File: src/rtl/hdlc_rx_pkg.sv
package hdlc_rx_pkg;
  localparam int          OCTET      = 8;
  localparam logic [15:0] CRC_SEED   = 16'hFFFF;
  localparam logic [15:0] CRC_RESID  = 16'hF0B8;
  localparam logic [15:0] CRC_POLY_R = 16'h8408;

  // one LSB-first step of the reflected CRC-16 register
  function automatic logic [15:0] crc_step(input logic [15:0] c, input logic b);
    logic fb;
    fb = c[0] ^ b;
    crc_step = (c >> 1) ^ (fb ? CRC_POLY_R : 16'h0000);
  endfunction
endpackage

File: src/rtl/hdlc_rx_linebits.sv
module hdlc_rx_linebits #(
  parameter int FLAG_RUN = 6,
  parameter int IDLE_RUN = 15
) (
  input  logic clk,
  input  logic rst_n,
  input  logic bit_vld,
  input  logic bit_in,
  output logic ev_flag,
  output logic ev_abort,
  output logic ev_data,
  output logic data_bit,
  output logic flag_seen,
  output logic line_idle
);
  localparam int CNT_W  = $clog2(IDLE_RUN + 1);
  localparam int DL_LEN = FLAG_RUN + 1;
  localparam int FILL_W = $clog2(DL_LEN + 1);
  localparam logic [CNT_W-1:0]  FLAG_CNT  = CNT_W'(FLAG_RUN);
  localparam logic [CNT_W-1:0]  STUFF_CNT = CNT_W'(FLAG_RUN - 1);
  localparam logic [CNT_W-1:0]  IDLE_CNT  = CNT_W'(IDLE_RUN);
  localparam logic [FILL_W-1:0] FULL      = FILL_W'(DL_LEN);

  logic [CNT_W-1:0]  ones;
  logic [DL_LEN-1:0] dline;
  logic [FILL_W-1:0] fill;
  logic              push;

  // bits wait in a delay line so the flag's own bits can be discarded
  assign ev_flag  = bit_vld && !bit_in && (ones == FLAG_CNT);
  assign ev_abort = bit_vld &&  bit_in && (ones == FLAG_CNT);
  assign push     = bit_vld && (bit_in ? (ones < FLAG_CNT) : (ones < STUFF_CNT));
  assign ev_data  = push && (fill == FULL);
  assign data_bit = dline[DL_LEN-1];
  assign line_idle = (ones == IDLE_CNT);

  always_ff @(posedge clk) begin
    if (!rst_n) begin
      ones      <= '0;
      dline     <= '0;
      fill      <= '0;
      flag_seen <= 1'b0;
    end else begin
      flag_seen <= ev_flag;
      if (bit_vld) begin
        if (bit_in) ones <= (ones == IDLE_CNT) ? ones : ones + 1'b1;
        else        ones <= '0;
      end
      if (ev_flag || ev_abort) begin
        fill <= '0;
      end else if (push) begin
        dline <= {dline[DL_LEN-2:0], bit_in};
        if (fill != FULL) fill <= fill + 1'b1;
      end
    end
  end

  AST_FLAG_SINGLE: assert property (@(posedge clk) disable iff (!rst_n)
    flag_seen |=> !flag_seen);
  AST_IDLE_ON_ONE: assert property (@(posedge clk) disable iff (!rst_n)
    $rose(line_idle) |-> $past(bit_vld && bit_in));
endmodule

File: src/rtl/hdlc_rx_framer.sv
module hdlc_rx_framer
  import hdlc_rx_pkg::*;
#(
  parameter int FCS_BYTES = 2
) (
  input  logic             clk,
  input  logic             rst_n,
  input  logic             ev_flag,
  input  logic             ev_abort,
  input  logic             ev_data,
  input  logic             data_bit,
  input  logic             crc_bypass,
  input  logic             discontinue,
  input  logic             out_ready,
  output logic             out_vld,
  output logic [OCTET-1:0] out_data,
  output logic             out_eof,
  output logic             out_crc_err,
  output logic             out_nonoctet,
  output logic             out_abort,
  output logic             out_overrun
);
  localparam int HOLD_N = FCS_BYTES + 1;
  localparam int NB_W   = $clog2(HOLD_N + 1);
  localparam int BC_W   = $clog2(OCTET);
  localparam logic [NB_W-1:0] HOLD_FULL = NB_W'(HOLD_N);
  localparam logic [BC_W-1:0] LAST_BIT  = BC_W'(OCTET - 1);

  logic             in_frame;
  logic [BC_W-1:0]  bitcnt;
  logic [NB_W-1:0]  nbytes;
  logic [OCTET-1:0] shreg;
  logic [OCTET-1:0] hold [HOLD_N];
  logic [15:0]      crc;
  logic             ovr;
  logic [OCTET-1:0] sh_next;
  logic             byte_done;

  assign sh_next   = {data_bit, shreg[OCTET-1:1]};
  assign byte_done = ev_data && in_frame && (bitcnt == LAST_BIT);

  always_ff @(posedge clk) begin
    if (!rst_n) begin
      in_frame <= 1'b0; bitcnt <= '0; nbytes <= '0; shreg <= '0;
      crc <= CRC_SEED; ovr <= 1'b0;
      for (int k = 0; k < HOLD_N; k++) hold[k] <= '0;
      out_vld <= 1'b0; out_data <= '0; out_eof <= 1'b0; out_crc_err <= 1'b0;
      out_nonoctet <= 1'b0; out_abort <= 1'b0; out_overrun <= 1'b0;
    end else begin
      out_vld <= 1'b0; out_eof <= 1'b0; out_crc_err <= 1'b0;
      out_nonoctet <= 1'b0; out_abort <= 1'b0; out_overrun <= 1'b0;
      if (discontinue) begin
        in_frame <= 1'b0;
      end else if (ev_flag) begin
        if (in_frame && nbytes == HOLD_FULL) begin
          out_vld      <= 1'b1;
          out_eof      <= 1'b1;
          out_data     <= hold[HOLD_N-1];
          out_crc_err  <= !crc_bypass && (crc != CRC_RESID);
          out_nonoctet <= (bitcnt != '0);
          out_overrun  <= ovr;
        end
        in_frame <= 1'b1; bitcnt <= '0; nbytes <= '0;
        crc <= CRC_SEED; ovr <= 1'b0;
      end else if (ev_abort) begin
        if (in_frame && (nbytes != '0 || bitcnt != '0)) begin
          out_vld   <= 1'b1;
          out_eof   <= 1'b1;
          out_abort <= 1'b1;
          out_data  <= '0;
        end
        in_frame <= 1'b0;
      end else if (ev_data && in_frame) begin
        shreg  <= sh_next;
        crc    <= crc_step(crc, data_bit);
        bitcnt <= bitcnt + 1'b1;
        if (byte_done) begin
          hold[0] <= sh_next;
          for (int k = 1; k < HOLD_N; k++) hold[k] <= hold[k-1];
          if (nbytes == HOLD_FULL) begin
            if (out_ready) begin
              out_vld  <= 1'b1;
              out_data <= hold[HOLD_N-1];
            end else begin
              ovr <= 1'b1;
            end
          end else begin
            nbytes <= nbytes + 1'b1;
          end
        end
      end
    end
  end

  AST_EOF_AT_FLAG: assert property (@(posedge clk) disable iff (!rst_n)
    (out_eof && !out_abort) |-> $past(ev_flag));
  AST_CRC_BYPASS: assert property (@(posedge clk) disable iff (!rst_n)
    out_crc_err |-> !$past(crc_bypass));
  AST_ABORT_CLEAN: assert property (@(posedge clk) disable iff (!rst_n)
    out_abort |-> (out_eof && !out_crc_err && !out_nonoctet));
  AST_DISC_SILENT: assert property (@(posedge clk) disable iff (!rst_n)
    $past(discontinue) |-> !out_vld);
  AST_NO_OVERRUN: assert property (@(posedge clk) disable iff (!rst_n)
    (out_vld && !out_eof) |-> $past(out_ready));
endmodule

File: src/rtl/hdlc_rx_deframer.sv
module hdlc_rx_deframer #(
  parameter int FLAG_RUN  = 6,
  parameter int IDLE_RUN  = 15,
  parameter int FCS_BYTES = 2
) (
  input  logic       clk,
  input  logic       rst_n,
  input  logic       bit_vld,
  input  logic       bit_in,
  input  logic       crc_bypass,
  input  logic       discontinue,
  input  logic       out_ready,
  output logic       out_vld,
  output logic [7:0] out_data,
  output logic       out_eof,
  output logic       out_crc_err,
  output logic       out_nonoctet,
  output logic       out_abort,
  output logic       out_overrun,
  output logic       flag_seen,
  output logic       line_idle
);
  logic ev_flag, ev_abort, ev_data, data_bit;

  hdlc_rx_linebits #(.FLAG_RUN(FLAG_RUN), .IDLE_RUN(IDLE_RUN)) u_bits (
    .clk(clk), .rst_n(rst_n), .bit_vld(bit_vld), .bit_in(bit_in),
    .ev_flag(ev_flag), .ev_abort(ev_abort), .ev_data(ev_data),
    .data_bit(data_bit), .flag_seen(flag_seen), .line_idle(line_idle)
  );

  hdlc_rx_framer #(.FCS_BYTES(FCS_BYTES)) u_frm (
    .clk(clk), .rst_n(rst_n), .ev_flag(ev_flag), .ev_abort(ev_abort),
    .ev_data(ev_data), .data_bit(data_bit), .crc_bypass(crc_bypass),
    .discontinue(discontinue), .out_ready(out_ready),
    .out_vld(out_vld), .out_data(out_data), .out_eof(out_eof),
    .out_crc_err(out_crc_err), .out_nonoctet(out_nonoctet),
    .out_abort(out_abort), .out_overrun(out_overrun)
  );
endmodule

File: config.mk
export PLATFORM = sky130hd
export DESIGN_NAME = hdlc_rx_deframer
export DESIGN_NICKNAME = d
export VERILOG_FILES = /design/src/rtl/hdlc_rx_pkg.sv /design/src/rtl/hdlc_rx_linebits.sv /design/src/rtl/hdlc_rx_framer.sv /design/src/rtl/hdlc_rx_deframer.sv
export SDC_FILE = /design/constraint.sdc
export NUM_CORES = 1
export LEC_CHECK = 0
export ABC_CLOCK_PERIOD_IN_PS = 3260
export CAP_MARGIN = 15
export CORE_MARGIN = 4
export CORE_UTILIZATION = 28
export CTS_BUF_LIST = sky130_fd_sc_hd__clkbuf_8
export CTS_CLUSTER_DIAMETER = 200
export DETAILED_ROUTE_END_ITERATION = 10
export PLACE_DENSITY = 0.48
export SETUP_SLACK_MARGIN = 0.4
export SYNTH_ARGS = -nofsm -noshare
export SYNTH_HDL_FRONTEND = slang
export SYNTH_SLANG_ARGS = --single-unit
File: constraint.sdc
create_clock -name clk -period 3.26 [get_ports clk]
set_input_delay 0.652 -clock clk [delete_from_list [all_inputs] [get_ports clk]]
set_output_delay 0.652 -clock clk [all_outputs]
set_load 0.01 [all_outputs]
==> reports/results.ini, run 1 <==
[timing]
min_period_ps = 2460
rsz0062_at_grt = false
hold_ws_ps = 460
finalSetupViolations = 0
period_share_pct = 75.6
tightestPinTransition_ps = 537
slew_violations = 0
setup-tns-final_ps = 0
timing.fmax_mhz = 406
fin_worst_skew_ps = 10.2
slew_headroom_pct = 64.2
final-hold-violation-count = 0

[worst_setup_path]
endpoint_kind = output port
crit_required_ps = 2610
worstPathMaxFanout = 7
worstReg2RegEnd = u_frm.out_data[0]
r2r_start = u_frm.bitcnt[0]
worstSetupPathType = flop to output port
cp.arrival_ps = 1810
r2r_cells = 7
startpoint_type = flop
r2r_setup_slack_ps = 1190

[floorplan]
dieArea_mm2 = 0.0141
core-area_mm2 = 0.0120
start_util_pct = 28.7
chipHeight_um = 119
io_pins = 23
row_count = 40
fp.dieW_um = 119

[grt]
grt_pass1_vias = 2221
grt_usage_pct = 9.47
overflow = 0
grt_start_max_net_pins = 29
grt_first_pass_wirelength_mm = 10.8
antenna_found_initial = 0

[cells_and_area]
drive_above_1_share_pct = 17.4
area_delta_synth_final_pct = 16.4
fin_util_pct = 33.4
regArea_mm2 = 0.00190
multiInputGateArea_mm2 = 0.00139
fin_cells = 474
antenna-diode-count = 0
fin_nets = 339
n_fill_cell = 1214

[drt]
dr.pass1.iters = 4
drc_errors = 0
ant_nets = 0
wl_per_cell_um = 13.1
vias = 2207
routed_wl_mm = 6.22
drt_iter0_drc = 161
vias_per_cell = 4.66

[hold_path]
min_path_cells = 2
hold_path_end = u_frm.shreg[1]
min_path_type = flop to flop
hp-start = u_frm.shreg[1]

[power_and_ir_drop]
p_leak_nw = 1.52
p_sw_mw = 0.449
power_density_mw_per_mm2 = 477
seqPwrFrac_pct = 56.5
ir_drop_uv = 300
swShare_pct = 23.5
clockPowerShare_pct = 39.7
pwr-share-comb_pct = 3.9
intPower_mw = 1.46
power_mw = 1.91

[yosys]
synth_edf_count = 24
synth-seq-cells = 83
synth-main-ff-cell = dfxtp_1
yosysTopAreaCellShare_pct = 34.3
syn_inst = 298
synth_warnings = 0
yosysTopAreaCell = dfxtp_1
synth_area_leaders = dfxtp_1, edfxtp_1, and3_1
syn-mean-instance-area_um2 = 11.6
synthTopCellsByCount = dfxtp_1, and3_1, edfxtp_1
ys_seq_area_share_pct = 55.2
yosysMostFrequentCell = dfxtp_1
yosysUniqueCellTypes = 48
netlist_area_mm2 = 0.00344
synth-async-reset-ratio_pct = 0
synth_fp_nets = 315

[clocking]
clk_latency_ps = 360
clock-root-buffer = clkbuf_8
cts_tree = yes
ctsHoldBuffers = 0
numClockSinks = 83
h-tree-depth = 3
cts_resized = 0
post_cts_buffers = 0
path_clk_slew_ps = 90
numCtsBuffers = 9
cts_buffer_depth = 2

[placed_design]
dp_hpwl_mm = 4.26
port_buffers = 22
dp.cells = 458
place_congestion = 0.721

[run_status]
status = finished, final reports clean

[run]
cap_violations = 0

[logic make-up after synthesis]
family / synth area share, %
simple gates: 18.3
flops: 55.2
compound gates: 14.4
buf+inv: 4.54
fa+ha+maj: 3.63
mux: 2.62
xor+xnor: 1.27
[cells in the final DEF (no fill, tap or decap), drive strengths merged, types with 7 or more instances in the layout]
cell / n
nand4: 7
clkbuf: 9
dfxtp: 59
nand2: 18
a21oi: 9
mux2i: 9
edfxtp: 24
ha: 10
and3: 26
inv: 15
o22a: 14
clkdlybuf4s50: 22
a22o: 8
nand3: 14
buf: 8
nor2: 20
o21ai: 11
[sequential cells by signal, summed over array words and instances (netlist names), 2 cells and up]
name,cells
u_frm.crc,16
u_bits.dline,7
u_frm.nbytes,2
u_bits.fill,3
u_frm.hold,24
u_frm.out_data,8
u_frm.bitcnt,3
u_frm.shreg,7
u_bits.ones,4
[critical path: stages, from the launching register on]
cell and delay [ps]:
dfxtp_1 440, ha_1 230, nand3_1 140, inv_1 110
clkdlybuf4s50_1 540
[routing by layer]
| layer | GRT usage (%) | vias up | routed length (µm) | share of wire, % |
|---|---|---|---|---|
| li1 | - | 1142 | - | - |
| met1 | 11.7 | 1022 | 3070 | 49 |
| met2 | 15.0 | 34 | 2740 | 44 |
| met3 | 3.42 | 9 | 289 | 4.6 |
| met4 | 3.69 | 0 | 112 | 1.8 |
| met5 | 0 | - | 0 | 0 |
[cell type report]
type | instances | area share [%]
Clock buffer | 9 | 3.09
Multi-Input combinational cell | 186 | 34.6
Timing Repair Buffer | 30 | 7.30
Inverter | 12 | 1.12
Clock inverter | 7 | 1.87
Tap cell | 147 | 4.59
Sequential cell | 83 | 47.4
[power by group through the flow]
stage          Clock (mW)  Combinational (mW)  Sequential [mW]
4_1_cts             0.788              0.0753             1.08
5_1_grt             0.823              0.0823             1.08
2_1_floorplan           0              0.0518             1.10
3_5_place_dp            0              0.0753             1.10
6_report            0.758              0.0738             1.08
3_3_place_gp            0              0.0749             1.10
[metrics by stage]
step | setup slack (ps) | instance area (µm²)
final | 795 | 4010
after global routing | 650 | 4010
after CTS | 764 | 4010
after detailed placement | 579 | 3810
after global placement | 614 | 3810
after floorplan | 725 | 3440
[how the worst max path moves through the flow]
stage	startpoint	end	cells past startpoint	slack [ps]
2_1_floorplan	bit_in	u_frm.hold[0][0]	7	730
3_3_place_gp	bit_vld	u_frm.hold[0][17]	7	610
3_5_place_dp	bit_vld	u_frm.bitcnt[2]	7	580
4_1_cts	u_bits.ones[1]	line_idle	4	760
5_1_grt	u_bits.ones[1]	line_idle	4	650
6_report	u_bits.ones[1]	line_idle	4	800
Note: power is estimated with default switching activity, not from simulation.
==> inputs of run 2 (changes only) <==
- ABC_CLOCK_PERIOD_IN_PS: 3260 -> 2300
- clock period: 3.26 -> 2.3 ns (I/O delays scaled with it)
==> run 2 against run 1 <==
- clock skew is 3.2 ps higher
- register-to-register slack worse by 720 ps
- utilization is 2.6 points higher
- sequential power is 42% higher
- wire length is 6.0% higher
- largest power group unchanged
- largest cell class unchanged
- first-iteration DRC count is 51% lower
- critical endpoint is now u_frm.hold[0][4]
- flip-flop and latch count stayed put
==> reports/results.ini, run 2 (synthesis gave the netlist of run 1 again) <==
[worst_setup_path]
crit_required_ps = 2520
crit_buf_inv = 3
endpoint_kind = flop
startpoint_type = primary input
worstSetupPathType = primary input to flop
cp_cell_sequence = clkdlybuf4s50_1, nand4b_1, a31oi_4, buf_6, nand2_4, nor2_4, buf_12, and3_1
cp.arrival_ps = 2050
slowest_stage = clkdlybuf4s50_1
r2r_start = u_frm.bitcnt[0]
crit_family = buffers and inverters
worstPathMaxFanout = 24
r2r_cells = 8
r2r_setup_slack_ps = 470
cp_slowest_stage_delay_ps = 500
worstReg2RegEnd = u_frm.out_data[7]

[cells_and_area]
largestRegisters = u_frm.hold: 24 flops, u_frm.crc: 16 flops, u_frm.out_data: 8 flops
area_delta_synth_final_pct = 25.3
largest_reg_flops = 24
final_design_area_no_fill_mm2 = 0.00432
layout_commonest_cell = dfxtp_1
fin_util_pct = 35.9
antenna-diode-count = 0
n_fill_cell = 1217
drive_above_1_share_pct = 25.7
mostFrequentLayoutCells = dfxtp_1, and3_1, edfxtp_1
regMostFlops = u_frm.hold
fin_nets = 355

[placed_design]
dp_worst_setup_slack_ps = 37.4
place_congestion = 0.796
port_buffers = 22
dpl_cell_area_mm2 = 0.00400
dp_hpwl_mm = 4.64

[drt]
dr.pass1.iters = 4
routed_wl_mm = 6.59
drt_iter0_drc = 79
ant_nets = 0
wl_per_cell_um = 13.5
drc_errors = 0
vias = 2303
vias_per_cell = 4.70

[floorplan]
chipHeight_um = 119
fp.dieW_um = 119
dieArea_mm2 = 0.0141
core-area_mm2 = 0.0120
io_pins = 23
row_count = 40
start_util_pct = 28.7

[grt]
antenna_found_initial = 0
use_met3_pct = 3.18
overflow = 0
grt_use_met1_pct = 12.8
grt_usage_pct = 9.76
grt_start_max_net_pins = 28
grt_pass1_vias = 2150
grt_first_pass_wirelength_mm = 10.9
grt.busiest_layer = met2
grtUsageMet2_pct = 14.4

[hold_path]
min_path_cells = 2
min_path_type = flop to flop
hp-start = u_frm.shreg[1]
hold_path_end = u_frm.shreg[1]

[timing]
period_share_pct = 79.4
tightestPinTransition_ps = 341
timing.fmax_mhz = 548
hold_ws_ps = 455
slew_violations = 0
min_period_ps = 1830
setup-tns-final_ps = 0
rsz0062_at_grt = true
fin_worst_skew_ps = 13.5
finalSetupViolations = 0
slew_headroom_pct = 77.0
final-hold-violation-count = 0
final.setup.worst_slack_ps = 475

[power_and_ir_drop]
p_leak_nw = 1.67
power_density_mw_per_mm2 = 707
ir_drop_uv = 229

[clocking]
ctsHoldBuffers = 0
cts_tree = yes
clock-root-buffer = clkbuf_8
numCtsBuffers = 9
cts_buffer_depth = 2
path_clk_slew_ps = 80
h-tree-depth = 3
numClockSinks = 83
clk_latency_ps = 360

[run]
cap_violations = 0

[run_status]
status = finished, final reports clean

run 2: final cells by class:
cell class,count,area [µm²],share of cell area (%)
sequential,83,1910,44.4
clock buffer,9,124,2.87
tap,147,184,4.26
timing repair buffer,46,443,10.3
inverter,12,45.0,1.04
clock inverter,7,148,3.42
multi-input combinational,186,1460,33.8
run 2: worst max path at each step:
stage	startpoint	to	slack, ps	cells past startpoint
floorplan	u_bits.fill[1]	u_frm.hold[0][0]	360	9
global placement	bit_in	u_frm.out_data[1]	60	7
detailed placement	bit_vld	u_frm.out_data[0]	40	6
CTS	u_bits.ones[1]	line_idle	390	4
global route	u_bits.fill[1]	u_frm.hold[0][0]	390	9
finish	bit_vld	u_frm.hold[0][4]	470	8
run 2: timing repair:
| item | CTS | global route |
|---|---|---|
| pin swaps | 0 | 4 |
| resized for setup | 8 | 8 |
| endpoints found under the setup margin | 9 | 34 |
| setup buffers | 0 | 1 |
run 2: worst min-delay path: cells and delay by family, from the launching register on:
kind	cells	cell delay, ps
AOI/OAI and AO/OA	1	60
and+or+nand+nor	1	50
DFF	1	310
run 2: stage by stage:
stage | power [mW] | std cells
after floorplan | 1.64 | 298
after global placement | 1.69 | 473
after detailed placement | 1.69 | 473
after CTS | 3.09 | 489
after global routing | 3.17 | 490
final | 3.05 | 490
run 2: routing by layer:
| layer | wire, µm | share of wire, % | up-vias |
|---|---|---|---|
| li1 | - | - | 1172 |
| met1 | 3250 | 49 | 1087 |
| met2 | 2940 | 45 | 35 |
| met3 | 295 | 4.5 | 9 |
| met4 | 106 | 1.6 | 0 |
| met5 | 0 | 0 | - |
run 2: where the power goes:
group	internal [mW]	switching, mW
combinational	0.0545	0.0687
sequential	1.52	0.0104
clock	0.840	0.557
